**config.mk**
```make
export PLATFORM = sky130hd
export DESIGN_NAME = shmem_host_arbiter
export DESIGN_NICKNAME = d
export VERILOG_FILES = /design/src/rtl/shmarb_pkg.sv /design/src/rtl/shmarb_dp.sv /design/src/rtl/shmarb_ctrl.sv /design/src/rtl/shmem_host_arbiter.sv
export SDC_FILE = /design/constraint.sdc
export NUM_CORES = 1
export LEC_CHECK = 0
export ABC_AREA = 1
export BUFFER_PORTS_ARGS = -buffer_cell sky130_fd_sc_hd__buf_2
export CORE_MARGIN = 2
export CORE_UTILIZATION = 50
export CTS_BUF_LIST = sky130_fd_sc_hd__clkbuf_8 sky130_fd_sc_hd__clkbuf_16
export CTS_CLUSTER_SIZE = 14
export DETAILED_ROUTE_END_ITERATION = 16
export GPL_TIMING_DRIVEN = 0
export PLACE_DENSITY = 0.7
export SLEW_MARGIN = 20
export SYNTH_ARGS = -nofsm -noshare
export SYNTH_HDL_FRONTEND = slang
export SYNTH_SLANG_ARGS = --single-unit
```
**constraint.sdc**
```tcl
create_clock -name clk -period 1.97 [get_ports clk]
set_clock_uncertainty 0.2 [all_clocks]
set_input_delay 0 -clock clk [delete_from_list [all_inputs] [get_ports clk]]
set_output_delay 0 -clock clk [all_outputs]
set_load 0.02 [all_outputs]
```
**src/rtl/shmarb_pkg.sv**
```systemverilog
package shmarb_pkg;

  typedef enum logic [1:0] {
    ST_IDLE  = 2'd0,
    ST_DRAIN = 2'd1,
    ST_HOLD  = 2'd2,
    ST_SLAVE = 2'd3
  } arbState_t;

  // control -> datapath
  typedef struct packed {
    logic grant;      // acknowledge wanted at next falling edge
    logic drainLoad;  // restart the drain counter
    logic drainStep;  // drain in progress this cycle
  } ctrlStrobes_t;

  // datapath -> control
  typedef struct packed {
    logic syncMem;
    logic syncSel;
    logic stbActive;
    logic drainDone;
  } dpStatus_t;

endpackage

```
**src/rtl/shmarb_dp.sv**
```systemverilog
module shmarb_dp
  import shmarb_pkg::*;
#(
  parameter int LAT_BUSY = 5,
  parameter int MIN_GAP  = 2
) (
  input  logic         clk,
  input  logic         rstN,
  input  logic         hostMemReq,
  input  logic         hostRegSel,
  input  logic         addrStrobe,
  input  logic         strobeActLow,
  input  logic         xferWait,
  input  ctrlStrobes_t strb,
  output dpStatus_t    stat,
  output logic         hostAckN,
  output logic         protoErr
);

  localparam int NUM_IN     = 3;
  localparam int DRAIN_LAST = LAT_BUSY - 3;
  localparam int CNT_W      = $clog2(DRAIN_LAST + 2);
  localparam int AGO_W      = $clog2(MIN_GAP + 2);
  localparam logic [CNT_W-1:0] CNT_LAST = CNT_W'(DRAIN_LAST);
  localparam logic [AGO_W-1:0] AGO_MAX  = AGO_W'(MIN_GAP);

  // ---------------- input capture: falling edge, then rising edge
  logic [NUM_IN-1:0] rawIn;
  logic [NUM_IN-1:0] fallStage;
  logic [NUM_IN-1:0] riseStage;

  assign rawIn = {addrStrobe, hostRegSel, hostMemReq};

  for (genvar i = 0; i < NUM_IN; i++) begin : g_sync
    always_ff @(negedge clk or negedge rstN) begin
      if (!rstN) fallStage[i] <= 1'b0;
      else       fallStage[i] <= rawIn[i];
    end
    always_ff @(posedge clk or negedge rstN) begin
      if (!rstN) riseStage[i] <= 1'b0;
      else       riseStage[i] <= fallStage[i];
    end
  end

  logic syncStb;
  assign syncStb = riseStage[2];

  // ---------------- drain counter for the engine's current transfer
  logic [CNT_W-1:0] drainCnt;

  always_ff @(posedge clk or negedge rstN) begin
    if (!rstN) begin
      drainCnt <= '0;
    end else if (strb.drainLoad) begin
      drainCnt <= '0;
    end else if (strb.drainStep && !xferWait && drainCnt != CNT_LAST) begin
      drainCnt <= drainCnt + 1'b1;
    end
  end

  // ---------------- spacing and overlap monitor (channel 0 mem, 1 sel)
  logic [1:0]       reqSync;
  logic [1:0]       reqPrev;
  logic [AGO_W-1:0] lowAgo [2];
  logic [1:0]       tooClose;

  assign reqSync = riseStage[1:0];

  for (genvar ch = 0; ch < 2; ch++) begin : g_gap
    always_ff @(posedge clk or negedge rstN) begin
      if (!rstN) begin
        reqPrev[ch] <= 1'b0;
        lowAgo[ch]  <= AGO_MAX;
      end else begin
        reqPrev[ch] <= reqSync[ch];
        if (reqSync[ch])              lowAgo[ch] <= '0;
        else if (lowAgo[ch] < AGO_MAX) lowAgo[ch] <= lowAgo[ch] + 1'b1;
      end
    end
    assign tooClose[ch] = reqSync[ch] && !reqPrev[ch] && (lowAgo[1-ch] < AGO_MAX);
  end

  logic overlapSeen;
  assign overlapSeen = reqSync[0] && reqSync[1];

  always_ff @(posedge clk or negedge rstN) begin
    if (!rstN)                          protoErr <= 1'b0;
    else if (overlapSeen || |tooClose)  protoErr <= 1'b1;
  end

  // ---------------- acknowledge register, falling edge only
  always_ff @(negedge clk or negedge rstN) begin
    if (!rstN) hostAckN <= 1'b1;
    else       hostAckN <= ~strb.grant;
  end

  // ---------------- status to control
  always_comb begin
    stat.syncMem   = reqSync[0];
    stat.syncSel   = reqSync[1];
    stat.stbActive = strobeActLow ? ~syncStb : syncStb;
    stat.drainDone = (drainCnt == CNT_LAST) && !xferWait;
  end

endmodule

```
**src/rtl/shmarb_ctrl.sv**
```systemverilog
module shmarb_ctrl
  import shmarb_pkg::*;
(
  input  logic         clk,
  input  logic         rstN,
  input  logic         xferActive,
  input  dpStatus_t    stat,
  output ctrlStrobes_t strb,
  output logic         engineStall,
  output logic         engineHold,
  output logic         slaveCycle
);

  arbState_t state, stateNext;
  logic      tgtSel, tgtSelNext;
  logic      tgtReq;

  assign tgtReq = tgtSel ? stat.syncSel : stat.syncMem;

  always_comb begin
    stateNext  = state;
    tgtSelNext = tgtSel;
    unique case (state)
      ST_IDLE: begin
        if (stat.syncMem) begin
          tgtSelNext = 1'b0;
          stateNext  = xferActive ? ST_DRAIN : ST_HOLD;
        end else if (stat.syncSel) begin
          tgtSelNext = 1'b1;
          stateNext  = xferActive ? ST_DRAIN : ST_SLAVE;
        end
      end
      ST_DRAIN: begin
        if (!tgtReq)             stateNext = ST_IDLE;
        else if (stat.drainDone) stateNext = tgtSel ? ST_SLAVE : ST_HOLD;
      end
      ST_HOLD:  if (!stat.syncMem) stateNext = ST_IDLE;
      ST_SLAVE: if (!stat.syncSel) stateNext = ST_IDLE;
      default:  stateNext = ST_IDLE;
    endcase
  end

  always_ff @(posedge clk or negedge rstN) begin
    if (!rstN) begin
      state  <= ST_IDLE;
      tgtSel <= 1'b0;
    end else begin
      state  <= stateNext;
      tgtSel <= tgtSelNext;
    end
  end

  logic idleFree, memGrant, regGrant;
  assign idleFree = (state == ST_IDLE) && !xferActive;
  assign memGrant = stat.syncMem && (idleFree || state == ST_HOLD);
  assign regGrant = stat.syncSel && stat.stbActive &&
                    ((idleFree && !stat.syncMem) || state == ST_SLAVE);

  always_comb begin
    strb.grant     = memGrant || regGrant;
    strb.drainLoad = (state == ST_IDLE) && (stateNext == ST_DRAIN);
    strb.drainStep = (state == ST_DRAIN);
  end

  assign engineStall = (state == ST_DRAIN) || (state == ST_HOLD);
  assign engineHold  = (state == ST_HOLD);
  assign slaveCycle  = (state == ST_SLAVE);

endmodule

```
**src/rtl/shmem_host_arbiter.sv**
```systemverilog
module shmem_host_arbiter
  import shmarb_pkg::*;
#(
  parameter int LAT_BUSY = 5,
  parameter int MIN_GAP  = 2
) (
  input  logic clk,
  input  logic rstN,
  input  logic hostMemReq,
  input  logic hostRegSel,
  input  logic addrStrobe,
  input  logic strobeActLow,
  input  logic xferActive,
  input  logic xferWait,
  output logic hostAckN,
  output logic engineStall,
  output logic engineHold,
  output logic slaveCycle,
  output logic protoErr
);

  ctrlStrobes_t strb;
  dpStatus_t    stat;

  shmarb_dp #(
    .LAT_BUSY(LAT_BUSY),
    .MIN_GAP (MIN_GAP)
  ) u_dp (
    .clk         (clk),
    .rstN        (rstN),
    .hostMemReq  (hostMemReq),
    .hostRegSel  (hostRegSel),
    .addrStrobe  (addrStrobe),
    .strobeActLow(strobeActLow),
    .xferWait    (xferWait),
    .strb        (strb),
    .stat        (stat),
    .hostAckN    (hostAckN),
    .protoErr    (protoErr)
  );

  shmarb_ctrl u_ctrl (
    .clk        (clk),
    .rstN       (rstN),
    .xferActive (xferActive),
    .stat       (stat),
    .strb       (strb),
    .engineStall(engineStall),
    .engineHold (engineHold),
    .slaveCycle (slaveCycle)
  );

endmodule

```
======== After elaboration in Yosys (flattened, before gate mapping) ========
Index checks and enable logic that the tools add are counted.
storage, ports and cells
  register bits ........................... 19
  output and inout bits ................... 5
cells by class
  add/sub/neg operators ................... 3
  order comparisons ....................... 2
  eq/ne operators ......................... 6
  muxes and demuxes ....................... 20
  bitwise operators ....................... 2
  reductions and logical operators ........ 31
operators by type and width
  kind                                                 count
  two-way mux 2 bit                                    14
  logical AND 1 bit                                    14
  one-hot mux 2 bit (4 select lines)                   1
  nonzero test 2 bit                                   4
  adder 2 x 1 -> 2 bit, second input constant          3
  equality test 2 bit, second input constant           3
  zero test 1 bit                                      5
  logical OR 1 bit                                     5
  two-way mux 1 bit                                    5
  equality test 2 x 1 -> 1 bit, second input constant  2
  less-than comparator 2 bit, second input constant    2
  zero test 2 bit                                      1
  != test 2 bit, second input constant                 1
  inverter 1 bit                                       2
  AND reduction 2 bit                                  1
  OR reduction 2 bit                                   1

======== Depth between registers and ports, before layout ========
Gate-level depths: netlist of run 1.
  depth in word-level cells ............... 8
  mapped depth ............................ 10
  mapped depth without buffers ............ 10

======== Hierarchy ========
A second synthesis of run 1 with hierarchy kept.
second synthesis, totals
  cells, all modules ...................... 108
  area, all modules ....................... 940.9 um^2
modules (own cells, without submodules)
  module       times used  cells an instance  area an instance (um^2)  seq. area each (um^2)
  shmarb_dp    1           52                 573.0                    404.1
  shmarb_ctrl  1           56                 367.9                    75.1

==> impl_metrics.csv, run 1 <==
group,metric,value,unit
routing,post_drt_via_cell_ratio,4.96,
timing,drv_slew,0,
grt,grt.total_usage,17.7,%
critical_path,cp.required,1.02,ns
floorplan,num_rows,15,
critical_path,path_cells,"inv_4 -> ha_4 -> inv_4 -> nor2_4 -> o21ai_1 -> o21ai_1 -> inv_1",
timing,relSlewSlack,73.0,%
timing,max_slew.worst_pin.slew,0.405,ns
place,io_buffers,12,
power_and_ir_drop,power_density,1260,nW/µm²
clock_tree,cts_buffers,3,
layout,final_nets,137,
timing,finalSetupViolCount,2,
routing,first_pass_iters,4,
critical_path,cp_slowest_stage_delay,0.43,ns
grt,grt_overflow,0,
critical_path,reg2regPathDepth,7,
synth,synth_area,878,µm²
power_and_ir_drop,seqPwrFrac,37.2,%
synth,yosys.area.top_type,"dfrtp_1",
grt,grt_max_degree,20,
run_status,status,"finished with violations",
clock_tree,htreeDepth,1,
power_and_ir_drop,p_sw,0.000528,W
power_and_ir_drop,clock_power_share,18.1,%
critical_path,criticalPathCategory,"register to register",
floorplan,die_h,45.9,µm
clock_tree,root_buffer,"clkbuf_8",
layout,diodes,0,
timing,layout_setup_ws,-0.291,ns
routing,via_count,690,
synth,synth_fp_nets,111,
power_and_ir_drop,p_leak,0.570,nW
floorplan,core_region_area,1690,µm²
critical_path,cp_max_fo,3,
layout,fill_cells,149,
critical_path,cp-start-kind,"register",
critical_path,critical_path.slowest_cell,"dfrtp_2",
place,hpwlAfterDp,1180,µm
synth,yosysTopAreaCellShare,37.0,%
grt,grt_antenna_before_repair,0,
critical_path,worst_setup_path_end_kind,"register",
clock_tree,cts.sinks,19,
hold_path,min_path_type,"input pin to async pin",
grt,grt_pass1_vias,678,
power_and_ir_drop,p_int,0.000890,W
synth,ys_types,18,
routing,ant_nets,0,
clock_tree,clk_pin_slew_worst_paths,0.06,ns
synth,ys_ff_latch,19,
clock_tree,cts_tree,"done",
clock_tree,clock_latency,0.26,ns
critical_path,crit_family,"flip-flops",
run,cap_violations,0,
critical_path,critPathArrivalTime,1.31,ns
layout,synthToLayoutAreaGrowth,27.6,%
place,preCtsSetupSlack,-0.464,ns
synth,synth.avg_cell_area,9.06,µm²
layout,layout.cells.non_filler,139,
power_and_ir_drop,switching_share,37.3,%
floorplan,io-pin-count,13,
layout,drive_gt1_share,32.0,%
routing,wl_per_cell,11.6,µm
synth,synthCells,97,
timing,rsz0062_at_grt,"yes",
timing,finalHoldViolations,0,
clock_tree,clock_path_buffers,2,
floorplan,dieArea,2110,µm²
routing,drt_iter0_markers,7,
critical_path,path_depth,7,
routing,wirelength,1620,µm
run_status,violations,"setup timing",
routing,drcViolationCount,0,
floorplan,die_w,45.9,µm
grt,grt_pass1_wl,2640,µm
place,placed_cells,126,
synth,synth-warning-count,0,
synth,synth_area_leaders,"dfrtp_1 37%, nand2_1 9.4%, dfstp_2 9.0%",
place,place_congestion,0.785,
floorplan,initial_utilization,52.0,%
power_and_ir_drop,p_total,0.00142,W
synth,synth-seq-area-share,54.6,%
power_and_ir_drop,max-vdd-ir-drop,0.000740,V
power_and_ir_drop,comb_power_share,44.8,%
critical_path,cp_num_buf_inv,3,
final timing paths:
path,from,end,slack (ns)
max in group asynchronous,rstN,u_dp.hostAckN,0.31
max reg2reg,u_ctrl.state[0],u_dp.hostAckN,-0.29
max,u_ctrl.state[0],u_dp.hostAckN,-0.29
min in group clk,u_dp.reqPrev[0],u_dp.protoErr,0.23
min reg2reg,u_dp.reqPrev[0],u_dp.protoErr,0.23
min,rstN,u_dp.syncStb,0.009
Yosys cell counts (all sizes together):
master	count
o21ai	8
dfrtn	3
inv	18
nand2	26
o31ai	1
o211ai	1
xor2	1
ha	6
xnor2	1
dfrtp	13
a21oi	8
dfstp	3
nand3	3
nor2	5
metal layers:
layer	wire length, µm	global-route usage (%)	up-vias	share of wire, %
li1	-	-	351	-
met1	692	18.9	328	43
met2	865	34.2	11	54
met3	59	4.76	0	3.7
met4	0	3.43	0	0
met5	0	0	-	0
metrics by stage:
stage / cell area [µm²] / hold slack, ns / util, % / TNS [ns]
6_report: 1120 / 0.00862 / 66.4 / -0.443
5_1_grt: 1120 / 0.0671 / 66.4 / -0.523
4_1_cts: 1120 / 0.0177 / 66.4 / -0.407
3_5_place_dp: 977 / -0.251 / 57.9 / -0.464
3_3_place_gp: 977 / -0.255 / 57.9 / -0.401
2_1_floorplan: 896 / -0.496 / - / -0.293
kinds of logic after synthesis:
| group | count (synthesis) | share of synthesized area (%) |
|---|---|---|
| buffers and inverters | 18 | 7.69 |
| AO/OA/AOI/OAI | 18 | 10.8 |
| adder cells (fa/ha/maj) | 6 | 8.55 |
| AND/OR/NAND/NOR | 34 | 16.4 |
| flip-flops | 19 | 54.6 |
| XOR/XNOR | 2 | 1.99 |
sequential cells by signal, indices dropped and copies added, names as in the netlist:
register / cells
u_ctrl.tgtSel: 1
u_dp.fallStage: 3
u_dp.lowAgo: 4
u_dp.reqPrev: 2
u_dp.drainCnt: 2
u_dp.protoErr: 1
u_ctrl.state: 2
u_dp.hostAckN: 1
u_dp.stat: 2
u_dp.syncStb: 1
layout by cell type (no fill, tap or decap), types with 2 or more instances in the layout:
cell,Yosys,routed
inv_4,0,2
ha_2,0,2
dlygate4sd3_1,0,3
dfrtp_1,13,12
buf_2,0,11
inv_1,17,15
dfstp_2,3,3
clkbuf_8,0,3
dfrtn_1,3,3
nand3_1,3,3
o21ai_0,5,3
ha_1,6,3
o21ai_1,3,4
nand2_2,4,4
nand2_1,22,22
a21oi_1,8,8
nor2_1,4,3
inv_2,1,2
buf_4,0,6
what timing repair did:
| action | CTS | global route |
|---|---|---|
| pin swaps | 5 | 0 |
| endpoints found under the hold margin | 19 | 0 |
| resized for setup | 9 | 0 |
| hold buffers | 3 | 0 |
| endpoints found under the setup margin | 2 | 2 |
| buffers inserted | 6 | 0 |
power by group through the flow:
| stage | Clock, W | Combinational, W | Sequential, W |
|---|---|---|---|
| floorplan | 0.00000635 | 0.000387 | 0.000538 |
| finish | 0.000256 | 0.000635 | 0.000527 |
| detailed placement | 0.00000635 | 0.000492 | 0.000540 |
| CTS | 0.000262 | 0.000637 | 0.000528 |
| global route | 0.000281 | 0.000709 | 0.000536 |
| global placement | 0.00000635 | 0.000467 | 0.000538 |
worst register-to-register path: cells and delay by family, from the launching register on:
family	cells	cell delay (ns)
AO/OA/AOI/OAI	2	0.23
adder cells (fa/ha/maj)	1	0.13
AND/OR/NAND/NOR	1	0.09
buffers and inverters	3	0.18
flip-flops	1	0.43
cell type report:
cell class              count  area (µm²)  share of cell area, %
repair buffers             21         141                   12.6
well taps                  17        21.3                   1.90
flip-flops and latches     19         480                   42.9
multi-input cells          60         360                   32.1
clock buffers               3        41.3                   3.68
clock inverters             2        7.51                  0.670
inverters                  17        68.8                   6.14
(Power assumes the default switching activity.)
==> run 2: changes to the inputs <==
--- a/config.mk
+++ b/config.mk
@@ -12,7 +12,6 @@
 export CTS_BUF_LIST = sky130_fd_sc_hd__clkbuf_8 sky130_fd_sc_hd__clkbuf_16
 export CTS_CLUSTER_SIZE = 14
 export DETAILED_ROUTE_END_ITERATION = 16
-export GPL_TIMING_DRIVEN = 0
 export PLACE_DENSITY = 0.7
 export SLEW_MARGIN = 20
 export SYNTH_ARGS = -nofsm -noshare
==> constraint.sdc (replaced) <==
create_clock -name clk -period 1.97 [get_ports clk]
set_clock_uncertainty 0.2 [all_clocks]
set_input_delay 0.394 -clock clk [delete_from_list [all_inputs] [get_ports clk]]
set_output_delay 0.394 -clock clk [all_outputs]
set_load 0.02 [all_outputs]
==> run 2 against run 1 <==
- the flow still finishes with violations (setup timing)
- sequential power is essentially flat
- via count rose by 1.2%
- non-clock buffer count increased by 5
- clock power rose by 4%
- power grew 1.8%
- design area increased by 2.9%
- die area stayed put
- sequential share of layout area is 1.3 points lower
- first-iteration DRC count increased by 71%
==> impl_metrics.csv, run 2 (synthesized netlist as in run 1, its figures left out) <==
group,metric,value,unit
layout,diodes,0,
clock_tree,htreeDepth,1,
power_and_ir_drop,comb_power_share,45.1,%
critical_path,cp_max_fo,1,
timing,drv_slew,0,
routing,via_count,698,
critical_path,criticalPathCategory,"register to output pin",
grt,grt_overflow,0,
layout,drive_gt1_share,33.9,%
grt,gr-usage-met1,22.2,%
clock_tree,clock_latency,0.26,ns
clock_tree,root_buffer,"clkbuf_8",
power_and_ir_drop,seqPwrFrac,36.5,%
layout,fin_area,1150,µm²
layout,largest_register_ffs,4,
power_and_ir_drop,p_sw,0.000532,W
run_status,status,"finished with violations",
critical_path,cp-start-kind,"register",
grt,use_met3,4.76,%
clock_tree,cts.sinks,19,
critical_path,path_cells,"buf_6",
place,place_congestion,0.782,
critical_path,worst_setup_path_end_kind,"output pin",
routing,wl_per_cell,11.5,µm
grt,grt_pass1_vias,635,
power_and_ir_drop,p_total,0.00144,W
timing,finalSetupViolCount,2,
grt,grt_antenna_before_repair,0,
floorplan,die_h,45.9,µm
layout,final_common_cell,"nand2_1",
layout,most-common-layout-cells,"22 x nand2_1, 15 x inv_1, 13 x dfrtp_1",
grt,grt.total_usage,17.9,%
floorplan,dieArea,2110,µm²
layout,fill_cells,137,
layout,final_nets,142,
floorplan,io-pin-count,13,
floorplan,die_w,45.9,µm
routing,post_drt_via_cell_ratio,4.85,
place,placed_area,1060,µm²
layout,synthToLayoutAreaGrowth,31.3,%
run_status,violations,"setup timing",
floorplan,core_region_area,1690,µm²
timing,rsz0062_at_grt,"yes",
run,cap_violations,0,
floorplan,initial_utilization,52.0,%
clock_tree,cts_tree,"done",
timing,finalHoldViolations,0,
power_and_ir_drop,power_density,1250,nW/µm²
timing,layout_setup_ws,-0.553,ns
routing,ant_nets,0,
critical_path,cp_num_buf_inv,1,
grt,grt_max_degree,15,
critical_path,critical_path.slowest_cell,"dfstp_2",
layout,top_register,"u_dp.lowAgo",
routing,wirelength,1660,µm
critical_path,cp.required,1.38,ns
layout,reg.largest.list,"u_dp.lowAgo (4), u_dp.fallStage (3)",
routing,first_pass_iters,4,
critical_path,cp_slowest_stage_delay,0.52,ns
clock_tree,cts_buffers,3,
grt,busiest_layer,"met2",
power_and_ir_drop,max-vdd-ir-drop,0.000807,V
floorplan,num_rows,15,
timing,relSlewSlack,85.5,%
grt,grt_pass1_wl,2580,µm
clock_tree,clock_path_buffers,2,
power_and_ir_drop,clock_power_share,18.4,%
routing,drt_iter0_markers,12,
power_and_ir_drop,switching_share,36.8,%
clock_tree,clk_pin_slew_worst_paths,0.07,ns
critical_path,critPathArrivalTime,1.93,ns
timing,max_slew.worst_pin.slew,0.215,ns
critical_path,crit_family,"flip-flops",
place,hpwlAfterDp,1210,µm
place,io_buffers,12,
grt,grt_util_met2,28.6,%
power_and_ir_drop,p_int,0.000913,W
routing,drcViolationCount,0,
power_and_ir_drop,p_leak,0.602,nW
hold_path,min_path_type,"register to register",
==> run 2: final cells by class <==
class / count / area, µm² / area share, %
Tap cell: 17 / 21.3 / 1.84
Multi-Input combinational cell: 60 / 354 / 30.7
Clock buffer: 3 / 41.3 / 3.58
Clock inverter: 2 / 7.51 / 0.651
Sequential cell: 19 / 479 / 41.5
Timing Repair Buffer: 26 / 186 / 16.2
Inverter: 17 / 63.8 / 5.53
==> run 2: power by group through the flow <==
stage | registers (W) | logic (W) | clock network, W
2_1_floorplan | 0.000538 | 0.000387 | 0.00000635
3_3_place_gp | 0.000523 | 0.000567 | 0.00000635
3_5_place_dp | 0.000529 | 0.000576 | 0.00000635
4_1_cts | 0.000526 | 0.000604 | 0.000276
5_1_grt | 0.000532 | 0.000722 | 0.000296
6_report | 0.000527 | 0.000652 | 0.000265
==> run 2: path summary, 6_finish.rpt <==
kind	cells past startpoint	endpoint	slack (ns)	from
max	1	hostAckN	-0.55	u_dp.hostAckN
min	1	u_dp.protoErr	0.26	u_dp.reqPrev[0]
max reg2reg	7	u_dp.hostAckN	-0.20	u_ctrl.state[1]
min reg2reg	1	u_dp.protoErr	0.26	u_dp.reqPrev[0]
max in group asynchronous	3	u_dp.fallStage[0]	0.06	rstN
min in group asynchronous	2	u_dp.lowAgo[0]	0.31	rstN
==> run 2: timing repair <==
item | CTS | global route
setup buffers | 1 | 3
pin swaps | 3 | 0
hold buffers | 1 | 0
setup endpoints to repair | 2 | 2
endpoints found under the hold margin | 14 | 0
resized for setup | 2 | 2
==> run 2: per-layer routing <==
metal | routed length (µm) | share of wire, %
met1 | 807 | 49
met5 | 0 | 0
met3 | 59 | 3.6
met2 | 783 | 47
met4 | 9 | 0.54
==> run 2: per-stage QoR <==
step           TNS, ns  utilization, %  cells  worst slack [ns]  hold slack (ns)
2_1_floorplan   -0.457               -     97            -0.293           -0.102
3_3_place_gp    -0.508            62.6    135            -0.260           0.0361
3_5_place_dp    -0.531            62.6    135            -0.284           0.0349
4_1_cts         -0.760            66.7    141            -0.552            0.255
5_1_grt         -0.847            68.3    144            -0.602            0.278
6_report        -0.757            68.3    144            -0.553            0.259
